File: config.mk
export PLATFORM = sky130hd
export DESIGN_NAME = twin_pattern_detector
export DESIGN_NICKNAME = d
export VERILOG_FILES = /design/src/rtl/seqdet_pkg.sv /design/src/rtl/seqdet_ctrl.sv /design/src/rtl/seqdet_outreg.sv /design/src/rtl/twin_pattern_detector.sv
export SDC_FILE = /design/constraint.sdc
export NUM_CORES = 1
export LEC_CHECK = 0
export ABC_AREA = 1
export BUFFER_PORTS_ARGS = -buffer_cell sky130_fd_sc_hd__buf_2
export CAP_MARGIN = 20
export CORE_AREA = 2 2 39 41
export CTS_BUF_LIST = sky130_fd_sc_hd__clkbuf_2 sky130_fd_sc_hd__clkbuf_4 sky130_fd_sc_hd__clkbuf_8
export CTS_CLUSTER_DIAMETER = 100
export DETAILED_ROUTE_END_ITERATION = 10
export DIE_AREA = 0 0 41 43
export PLACE_DENSITY = 0.35
export SYNTH_ARGS = -nofsm -noshare
export SYNTH_HDL_FRONTEND = slang
export SYNTH_SLANG_ARGS = --single-unit
File: constraint.sdc
create_clock -name clk -period 1 [get_ports clk]
set_input_delay 0.05 -clock clk [delete_from_list [all_inputs] [get_ports clk]]
set_output_delay 0.05 -clock clk [all_outputs]
set_load 0.05 [all_outputs]
File: src/rtl/seqdet_pkg.sv
package seqdet_pkg;

  // Longest tail of accepted bits that is also a head of 1001 or 1111
  typedef enum logic [2:0] {
    ST_NONE = 3'd0,  // no useful tail
    ST_H1   = 3'd1,  // "1"
    ST_H10  = 3'd2,  // "10"
    ST_H100 = 3'd3,  // "100"
    ST_H11  = 3'd4,  // "11"
    ST_H111 = 3'd5   // "111"
  } trackState_t;

  // Strobes from control to the output stage
  typedef struct packed {
    logic hitA;   // accepted bit completes 1001
    logic hitB;   // accepted bit completes 1111
  } ctrlStrobe_t;

endpackage

File: src/rtl/seqdet_ctrl.sv
module seqdet_ctrl
  import seqdet_pkg::*;
(
  input  logic        clk,
  input  logic        rst,
  input  logic        bitValid,
  input  logic        bitIn,
  output ctrlStrobe_t strobe
);

  trackState_t curState;
  trackState_t nextState;

  always_ff @(posedge clk) begin
    if (rst) curState <= ST_NONE;
    else     curState <= nextState;
  end

  // Transition on an accepted bit; hold otherwise
  always_comb begin
    nextState = curState;
    if (bitValid) begin
      unique case (curState)
        ST_NONE: nextState = bitIn ? ST_H1   : ST_NONE;
        ST_H1:   nextState = bitIn ? ST_H11  : ST_H10;
        ST_H10:  nextState = bitIn ? ST_H1   : ST_H100;
        ST_H100: nextState = bitIn ? ST_H1   : ST_NONE;  // 1001 -> tail "1"
        ST_H11:  nextState = bitIn ? ST_H111 : ST_H10;
        ST_H111: nextState = bitIn ? ST_H111 : ST_H10;   // 1111 -> tail "111"
        default: nextState = ST_NONE;
      endcase
    end
  end

  always_comb begin
    strobe.hitA = bitValid && bitIn && (curState == ST_H100);
    strobe.hitB = bitValid && bitIn && (curState == ST_H111);
  end

endmodule

File: src/rtl/seqdet_outreg.sv
module seqdet_outreg
  import seqdet_pkg::*;
(
  input  logic        clk,
  input  logic        rst,
  input  ctrlStrobe_t strobe,
  output logic        detect,
  output logic        flagA,
  output logic        flagB
);

  always_ff @(posedge clk) begin
    if (rst) begin
      detect <= 1'b0;
      flagA  <= 1'b0;
      flagB  <= 1'b0;
    end else begin
      detect <= strobe.hitA | strobe.hitB;
      flagA  <= strobe.hitA;
      flagB  <= strobe.hitB;
    end
  end

endmodule

File: src/rtl/twin_pattern_detector.sv
module twin_pattern_detector
  import seqdet_pkg::*;
(
  input  logic clk,
  input  logic rst,
  input  logic bitValid,
  input  logic bitIn,
  output logic detect,
  output logic flagA,
  output logic flagB
);

  ctrlStrobe_t strobe;

  seqdet_ctrl u_ctrl (
    .clk      (clk),
    .rst      (rst),
    .bitValid (bitValid),
    .bitIn    (bitIn),
    .strobe   (strobe)
  );

  seqdet_outreg u_out (
    .clk    (clk),
    .rst    (rst),
    .strobe (strobe),
    .detect (detect),
    .flagA  (flagA),
    .flagB  (flagB)
  );

endmodule

### Word-level counts from Yosys, hierarchy flattened

Cells that the tools add are included.

| cells by class | value |
|---|---|
| eq/ne operators | 5 |
| shift-type cells | 0 |
| $lt $le $gt $ge | 0 |
| divide/modulo/power cells | 0 |
| add/sub/neg operators | 0 |
| reduce and logical (&&, ||, !) cells | 6 |
| bitwise logic cells | 1 |
| multipliers | 0 |
| multiplexer cells | 5 |

Operator list:

| operator | count |
|---|---|
| one-hot mux 3 bit (4 select lines) | 1 |
| equality test 3 x 2 -> 1 bit, second input constant | 2 |
| equality test 3 bit, second input constant | 2 |
| two-way mux 3 bit | 2 |
| OR reduction 2 bit | 2 |
| equality test 3 x 1 -> 1 bit, second input constant | 1 |
| logical AND 1 bit | 3 |
| zero test 3 bit | 1 |
| two-way mux 2 bit | 1 |
| two-way mux 1 bit | 1 |
| bitwise OR 1 bit | 1 |

| storage, ports and cells | value |
|---|---|
| flip-flop bits (word level) | 6 |
| bits of input ports | 4 |
| bits in writable memories | 0 |
| memory bits (read-only) | 0 |
| bits in latches | 0 |
| memories kept | 0 |
| word-level logic and storage cells | 21 |

### Depth between registers and ports, before layout

Gate-level depths: netlist of run 1.

| depth | value |
|---|---|
| depth after elaboration | 3 |
| depth in mapped cells | 6 |

### Hierarchy

Synthesis of run 1 repeated with hierarchy kept, for this count alone.

| unflattened totals | value |
|---|---|
| cells, all modules | 40 |
| area total of the unflattened synthesis | 272.8 um^2 |

By module, submodules not included:

| module | cells each | area an instance (um^2) | instances |
|---|---|---|---|
| seqdet_ctrl | 31 | 182.7 | 1 |
| seqdet_outreg | 9 | 90.1 | 1 |

### Least setup slack after synthesis of run 1

Ideal clock, no wire load.

| path | value |
|---|---|
| path kind | register to register |
| start | reg u_ctrl.curState[1] |
| end | reg u_ctrl.curState[1] |
| path slack | 0.166 ns |
| setup time | 0.066 ns |
| cell stages (with the launch flop) | 7 |
| period minus slack after synthesis | 0.834 ns |
| data arrival time | 0.768 ns |
| buffers on the path | 0 |
| data required time | 0.934 ns |
| cell sequence | dfxtp_1 -> inv_2 -> nor2_2 -> nand2_1 -> nand2_1 -> nand3_2 -> a21oi_2 |

| between the ends | value |
|---|---|
| longest elaborated chain between the ends | 3 |

RTL lines:

| element | line | RTL |
|---|---|---|
| start: declaration | seqdet_ctrl.sv:11 | `trackState_t curState;` |
| start signal: assignment | seqdet_ctrl.sv:16 | `else curState <= nextState;` |
| equality test 3 bit, or another cell as far along | seqdet_ctrl.sv:23 | `unique case (curState)` |
| OR reduction 2 bit (no line) | -- |  |
| one-hot mux 3 bit (4 select lines) * | seqdet_ctrl.sv:23 |  |

Mark *: on every way between the ends. The rest lies on a longest branch, timed or not.
A chain may end at the register's enable or synchronous reset.

### Final worst setup path of run 1

Ends and elaborated chain as after synthesis.

==> out/qor.yml, run 1 <==
endpoint_kind: "flop"
ios: 7
hold_class: "input pin to flop"
met2_length_microns: 203
final_cells: 59
synth_cell_type_count: 12
fp-row-count: 14
synth_nets: 38
slew-limit-headroom_pct: 83.43
p_leak_nw: 0.1406
place_congestion: 0.8317
diodes: 0
synthCells: 34
root_buffer: "clkbuf_4"
swShare_pct: 22.57
status: "finished clean"
path_cells: "inv_2 -> nor2_2 -> nand2_1 -> nand2_1 -> nand3_2 -> a21oi_2"
power.internal_mw: 0.3973
min_from: "rst"
pwr-share-seq_pct: 49.2
synth_area_per_cell_sq_um: 7.434
route.met3.wl_microns: 49
design.die.area_sq_um: 1763
grt_max_degree: 6
mostFrequentLayoutCell: "nand2_1"
setup_viol: 0
cts.sinks: 6
power.total_mw: 0.5131
yosys_register_bits: 6
drc_errors: 0
ys_warn_count: 0
fin_skew_ps: 5.409
drt_wl_total_microns: 489
htree_levels: 1
finalCritPeriodShare_pct: 87.67
initial_core_util_pct: 18.26
syn_to_final_growth_pct: 29.70
cp.depth: 6
rsz0062_at_grt: "no"
reg2reg_from: "u_ctrl.curState[1]"
cp_slowest_cell: "dfxtp_2"
critPathMaxFanout: 5
whs_ps: 8.614
crit_end: "u_ctrl.curState[1]"
cts_buffers: 3
combPwrFrac_pct: 8.2
antenna_found_initial: 0
ant_nets: 0
report.final.slew_viol_count: 0
required_ps: 1170
r2r_slack_ps: 120
fill_cells: 158
worst_ir_drop_vdd_uv: 521.9
coreArea_sq_um: 1384
cpMostUsedCell: "nand2_1"
die_h_microns: 43
r2r-end: "u_ctrl.curState[1]"
final_area_sq_um: 327.8
dp_hpwl_microns: 381.1
placedCellCount: 56
fmax_mhz: 1141
min_period_ps: 876.7
wl_per_cell_microns: 8.288
post-route-util_pct: 23.69
crit_path_start_kind: "flop"
drive_gt1_share_pct: 37.21
worstMarginPinSlew_ps: 250.3
viasPerCell: 4.254
grt-ovfl-total: 0
wl_met1_microns: 219
finalSetupTns_ps: 0
io_buffer_count: 6
r2r_cells: 6
power_density_nw_per_um2: 1565
grt_pass1_wl_microns: 869
dp_slack_ps: 97.72
syn_area_sq_um: 252.7
cts_max_path_buffers: 2
fin_ws_ps: 123.3
drv_cap: 0
grt_pass1_vias: 221
dr.pass1.iters: 4
grt_util_all_layers_pct: 7.654
clk_pin_slew_ps: 40
path_buf_inv: 1
cts_tree: "built"
final-hold-violation-count: 0
num_vias: 251
routed.top_layer: "met4"
postCtsSetupRepairBufs: 0
multi_input_area_sq_um: 117.6
dpl_cell_area_sq_um: 302.8
crit_family: "flip-flops"
seq_area_frac_synth_pct: 47.52
power.switching_mw: 0.1158
startpoint: "u_ctrl.curState[1]"
die_x_microns: 41
crit_type: "flop to flop"
clkPwrFrac_pct: 42.7
seqCellArea_sq_um: 122.6
mostFrequentLayoutCells: "nand2_1, buf_2, a21oi_1, dfxtp_1"
worstPathArrival_ps: 1050
clk_latency_ps: 240
critPathMaxStageDelay_ps: 360
final_nets: 49
drt_iter0_drc: 4
sequential cells by signal, indices dropped and copies added, names as in the netlist:
name,cells
u_out.flagA,1
u_out.detect,1
u_out.flagB,1
u_ctrl.curState,3
per-layer routing:
metal,vias up,global-route usage [%]
met4,0,6.000
met1,104,9.740
met2,13,9.688
li1,131,-
met5,-,0
met3,3,3.141
final cells by class:
class	count	share of cell area, %
clock buffers	3	6.870
inverters	4	4.580
multi-input cells	24	35.88
flip-flops and latches	6	37.40
well taps	16	6.107
repair buffers	6	9.160
power by group through the flow:
stage	Sequential (mW)	Clock (mW)	Combinational [mW]
floorplan	0.255	0	0.0269
global placement	0.256	0	0.0416
detailed placement	0.256	0	0.0414
CTS	0.251	0.229	0.0417
global route	0.252	0.246	0.0495
finish	0.252	0.219	0.0420
synthesized netlist by cell type:
cell type | number | area [sq um]
nand2_1 | 10 | 37.54
a21oi_1 | 4 | 20.02
o32ai_1 | 1 | 8.760
a21oi_2 | 1 | 8.760
inv_1 | 2 | 7.510
inv_2 | 2 | 7.510
nor2_1 | 3 | 11.26
nand3_2 | 1 | 10.01
nor2_2 | 1 | 6.260
o21ai_0 | 1 | 5.000
nand3_1 | 2 | 10.01
dfxtp_1 | 6 | 120.1
logic make-up after synthesis:
| kind of cell | Yosys count | synth area share [%] |
|---|---|---|
| simple gates | 17 | 29.71 |
| buf+inv | 4 | 5.943 |
| flops | 6 | 47.53 |
| compound gates | 7 | 16.83 |
worst min-delay path by stage:
stage / cells after the start / end
after floorplan: 1 / u_ctrl.curState[1]
after global placement: 2 / u_ctrl.curState[1]
after detailed placement: 2 / u_ctrl.curState[1]
after CTS: 2 / u_ctrl.curState[1]
after global routing: 2 / u_ctrl.curState[1]
final: 2 / u_ctrl.curState[1]
repair_timing:
action | 4_1_cts | 5_1_grt
gates resized for setup | 0 | 3
endpoints found under the setup margin | 0 | 2
hold buffers | 0 | 0
Power figures use the tool's default switching activity.
==> inputs of run 2 (changes only) <==
--- a/config.mk
+++ b/config.mk
@@ -6,14 +6,14 @@
 export NUM_CORES = 1
 export LEC_CHECK = 0
 export ABC_AREA = 1
-export BUFFER_PORTS_ARGS = -buffer_cell sky130_fd_sc_hd__buf_2
 export CAP_MARGIN = 20
 export CORE_AREA = 2 2 39 41
 export CTS_BUF_LIST = sky130_fd_sc_hd__clkbuf_2 sky130_fd_sc_hd__clkbuf_4 sky130_fd_sc_hd__clkbuf_8
 export CTS_CLUSTER_DIAMETER = 100
 export DETAILED_ROUTE_END_ITERATION = 10
 export DIE_AREA = 0 0 41 43
-export PLACE_DENSITY = 0.35
+export DONT_BUFFER_PORTS = 1
+export PLACE_DENSITY = 0.31
 export SYNTH_ARGS = -nofsm -noshare
 export SYNTH_HDL_FRONTEND = slang
 export SYNTH_SLANG_ARGS = --single-unit
==> constraint.sdc (replaced) <==
create_clock -name clk -period 1.1 [get_ports clk]
set_input_delay 0.055 -clock clk [delete_from_list [all_inputs] [get_ports clk]]
set_output_delay 0.055 -clock clk [all_outputs]
set_load 0.05 [all_outputs]
==> out/qor.yml, run 2 (same netlist as run 1, synthesis figures left out) <==
crit_type: "flop to flop"
critPathMaxFanout: 5  # unchanged
finalSetupTns_ps: 0  # unchanged
hold_class: "input pin to flop"
io_buffer_count: 0  # -6
grt_util_all_layers_pct: 9.510  # +1.9 points
grt_pass1_vias: 242  # +9.5%
power_density_nw_per_um2: 1496  # -4.4%
wl_per_cell_microns: 10.29  # +24%
initial_core_util_pct: 18.26  # unchanged
cp_slowest_cell: "dfxtp_1"
mostFrequentLayoutCell: "nand2_1"
mostFrequentLayoutCells: "nand2_1, dfxtp_1, a21oi_1"
finalCritPeriodShare_pct: 84.45  # -3.2 points
crit_path_start_kind: "flop"
dp_slack_ps: 175.4  # +77.65 ps
largest_reg_flops: 3  # unchanged
fp-row-count: 14  # unchanged
fin_skew_ps: 7.310  # +1.901 ps
whs_ps: 15.41  # +6.794 ps
cpMostUsedCell: "nand2_1"
clk_latency_ps: 250  # about the same
cts_buffers: 3  # unchanged
syn_to_final_growth_pct: 28.71
multi_input_area_sq_um: 117.6  # unchanged
dp_hpwl_microns: 416  # +9.2%
seqCellArea_sq_um: 120.1  # -2.0%
dr.pass1.iters: 4  # unchanged
design.die.area_sq_um: 1763  # unchanged
status: "finished clean"
num_vias: 241  # -4.0%
post-route-util_pct: 23.51  # -0.18 points
largest-register: "u_ctrl.curState"
diodes: 0  # unchanged
final_nets: 46  # -6.1%
rsz0062_at_grt: "no"
ant_nets: 0  # unchanged
viasPerCell: 4.304  # +1.2%
worstMarginPinSlew_ps: 475.2  # +224.9 ps
cts_tree: "built"
endpoint_kind: "flop"
cts.sinks: 6  # unchanged
cts_max_path_buffers: 2  # unchanged
worst_ir_drop_vdd_uv: 504.2  # -3.4%
cts_resized: 0  # unchanged
ios: 7  # unchanged
place_congestion: 0.6499  # -22%
htree_levels: 1  # unchanged
drv_cap: 0  # unchanged
path_cells: "inv_2 -> nor2_2 -> nand2_1 -> nand2_1 -> nand3_2 -> a21oi_2"
clk_pin_slew_ps: 50  # about the same
grt-ovfl-total: 0  # unchanged
worstPathArrival_ps: 1110  # +60 ps
drt_wl_total_microns: 576  # +18%
die_x_microns: 41  # unchanged
required_ps: 1290  # +120 ps
fill_cells: 162  # +2.5%
setup_viol: 0  # unchanged
final-hold-violation-count: 0  # unchanged
antenna_found_initial: 0  # unchanged
grt_pass1_wl_microns: 945  # +8.7%
drt_iter0_drc: 5  # +1
fin_ws_ps: 171.0  # +47.73 ps
critPathMaxStageDelay_ps: 400  # +40 ps
coreArea_sq_um: 1384  # unchanged
root_buffer: "clkbuf_4"
drive_gt1_share_pct: 20.00  # -17 points
drc_errors: 0  # unchanged
min_period_ps: 929.0  # +52.27 ps
report.final.slew_viol_count: 0  # unchanged
grt_max_degree: 6  # unchanged
slew-limit-headroom_pct: 68.28  # -15 points
die_h_microns: 43  # unchanged
p_leak_nw: 0.1236  # -12%
fmax_mhz: 1076  # -5.6%
## run 2: changes by cell type in the layout (fill, tap and decap cells not counted), sizes merged
cell / previous run / this run
buf: 6 / 0
dlygate4sd3: 0 / 3
## run 2: power by group
part / switching, mW / internal, mW / total [mW] / leakage, nW
Clock: 0.0936 / 0.124 / 0.218 / 0.0138
Sequential: 0.00600 / 0.222 / 0.228 / 0.0486
Combinational: 0.0224 / 0.0180 / 0.0403 / 0.0612
## run 2: metrics by stage
step	cell area [sq um]	total power, mW	cells
after detailed placement	272.8	0.2612	50
after global routing	325.3	0.5287	56
after floorplan	252.7	0.2561	34
final	325.3	0.4866	56
after CTS	325.3	0.5030	56
after global placement	272.8	0.2609	50
## run 2: final timing paths
path	start	depth (start not counted)	end	slack, ps
setup / recovery	u_ctrl.curState[1]	6	u_ctrl.curState[1]	170
hold / removal	bitValid	3	u_ctrl.curState[0]	20
setup reg to reg	u_ctrl.curState[1]	6	u_ctrl.curState[1]	170
hold reg to reg	u_ctrl.curState[0]	2	u_ctrl.curState[0]	520
## run 2: cell type report
type | count | share of cell area [%]
sequential | 6 | 36.92
clock buffer | 3 | 6.923
inverter | 4 | 4.615
timing repair buffer | 3 | 9.231
multi-input combinational | 24 | 36.15
tap | 16 | 6.154
## run 2: what timing repair did
item | 4_1_cts | 5_1_grt
setup buffers | 0 | 0
hold buffers | 3 | 0
endpoints found under the hold margin | 4 | 0
## run 2: critical path: cells and delay by family, from the launching register on
family | cells | cell delay (ps)
AO/OA/AOI/OAI | 1 | 100
buffers and inverters | 1 | 80
flip-flops | 1 | 400
AND/OR/NAND/NOR | 4 | 270
## run 2: per-layer routing
layer | track usage [%] | up-vias | share of wire, %
met1 | 8.280 | 100 | 40
met2 | 12.19 | 15 | 47
met5 | 0 | - | 0
li1 | - | 124 | -
met4 | 8.000 | 0 | 2.4
met3 | 9.424 | 2 | 9.9
==> inputs of run 3 (changes only) <==
==> constraint.sdc (replaced) <==
create_clock -name clk -period 0.94 [get_ports clk]
set_input_delay 0.047 -clock clk [delete_from_list [all_inputs] [get_ports clk]]
set_output_delay 0.047 -clock clk [all_outputs]
set_load 0.05 [all_outputs]
==> out/qor.yml, run 3 (same netlist as run 1, synthesis figures left out) <==
whs_ps: 34.55  # +19.14 ps
worstMarginPinSlew_ps: 228.9  # -246.2 ps
dp_slack_ps: 19.20  # -156.2 ps
cts.sinks: 6  # unchanged
cp_slowest_cell: "dlygate4sd3_1"
grt_max_degree: 6  # unchanged
initial_core_util_pct: 18.26  # unchanged
final_nets: 49  # +6.5%
report.final.slew_viol_count: 0  # unchanged
mostFrequentLayoutCells: "nand2_1, dfxtp_1, a21oi_2, clkbuf_4, buf_4"
fp-row-count: 14  # unchanged
root_buffer: "clkbuf_4"
drc_errors: 0  # unchanged
grt_pass1_wl_microns: 869  # -8.0%
crit_family: "buffers and inverters"
rsz0062_at_grt: "no"
grt_pass1_vias: 234  # -3.3%
p_leak_nw: 0.1502  # +22%
required_ps: 1120  # -170 ps
finalCritPeriodShare_pct: 93.42
antenna_found_initial: 0  # unchanged
fin_skew_ps: 7.850  # +0.5398 ps
clk_latency_ps: 250  # about the same
diodes: 0  # unchanged
critPathMaxFanout: 4  # -1
final-hold-violation-count: 0  # unchanged
grt_util_all_layers_pct: 8.350  # -1.2 points
design.die.area_sq_um: 1763  # unchanged
die_h_microns: 43  # unchanged
crit_type: "input pin to flop"
min_period_ps: 878.1
place_congestion: 0.7676  # +18%
num_vias: 250  # +3.7%
htree_levels: 1  # unchanged
finalSetupTns_ps: 0  # unchanged
path_cells: "dlygate4sd3_1 -> nor2_2 -> nand3_1 -> a21oi_1"
drt_wl_total_microns: 566  # -1.7%
viasPerCell: 4.237  # -1.5%
min_from: "bitValid"
cts_max_path_buffers: 2  # unchanged
path_buf_inv: 1  # unchanged
crit_path_start_kind: "input pin"
reg2reg_from: "u_ctrl.curState[1]"
ios: 7  # unchanged
ant_nets: 0  # unchanged
largest-register: "u_ctrl.curState"
slew-limit-headroom_pct: 84.69  # +16 points
postCtsSetupRepairBufs: 0  # unchanged
startpoint: "rst"
largest_reg_flops: 3  # unchanged
dp_hpwl_microns: 448.5  # +7.8%
status: "finished clean"
drt_iter0_drc: 1  # -4
worst_ir_drop_vdd_uv: 496.4  # -1.5%
io_buffer_count: 0  # unchanged
hold_class: "input pin to flop"
mostFrequentLayoutCell: "nand2_1"
die_x_microns: 41  # unchanged
worstPathArrival_ps: 1060  # -50 ps
clk_pin_slew_ps: 50  # about the same
dr.pass1.iters: 2  # -2
setup_viol: 0  # unchanged
endpoint_kind: "flop"
drv_cap: 0  # unchanged
cts_tree: "built"
critPathMaxStageDelay_ps: 620  # +220 ps
grt-ovfl-total: 0  # unchanged
cts_buffers: 3  # unchanged
power_density_nw_per_um2: 1541  # +3.0%
coreArea_sq_um: 1384  # unchanged
power.total_mw: 0.5630  # +16%
syn_to_final_growth_pct: 44.55
drive_gt1_share_pct: 37.21  # +17 points
wl_per_cell_microns: 9.593  # -6.7%
fin_ws_ps: 61.89  # -109.1 ps
fmax_mhz: 1139
run 3: through the flow:
stage	instances	instance area, sq um	utilization, %
2_1_floorplan	34	252.7	-
3_3_place_gp	53	295.3	21.34
3_5_place_dp	53	295.3	21.34
4_1_cts	59	349.1	25.23
5_1_grt	59	365.4	26.40
6_report	59	365.4	26.40
run 3: cell type report:
class	instances	area, sq um
fillers	150	1018
multi-input cells	24	127.6
flip-flops and latches	6	125.1
repair buffers	6	55.05
clock buffers	3	22.52
well taps	16	20.02
inverters	4	15.01
run 3: worst register-to-register path: stages (launching register included):
cell and delay [ps]:
dfxtp_4 370, inv_2 50, nor2_2 70, nand2_1 70, nand2_1 70, nand2_1 60, a21oi_2 110
run 3: report_power, final:
part           total (mW)  internal [mW]  switching, mW
clock network       0.244          0.145         0.0988
registers           0.266          0.259        0.00735
logic              0.0534         0.0238         0.0297
total               0.563          0.427          0.136
run 3: final timing paths:
| kind | to | slack [ps] | depth (start not counted) |
|---|---|---|---|
| worst max register to register | u_ctrl.curState[0] | 70 | 6 |
| worst max-delay path | u_out.detect | 60 | 4 |
| worst min register to register | u_out.flagB | 520 | 2 |
| worst min-delay path | u_ctrl.curState[1] | 30 | 3 |
run 3: timing repair:
item	CTS	global route
gates resized for setup	1	7
setup endpoints to repair	1	3
hold buffers	3	0
hold endpoints to repair	6	0
run 3: metal layers:
layer	global-route usage, %	part of all wire [%]	wire (microns)	vias up
met5	0	0	0	-
met4	8.000	0.71	4	0
met3	6.283	8.5	48	2
met2	13.13	58	326	9
met1	5.502	33	187	109
li1	-	-	-	130
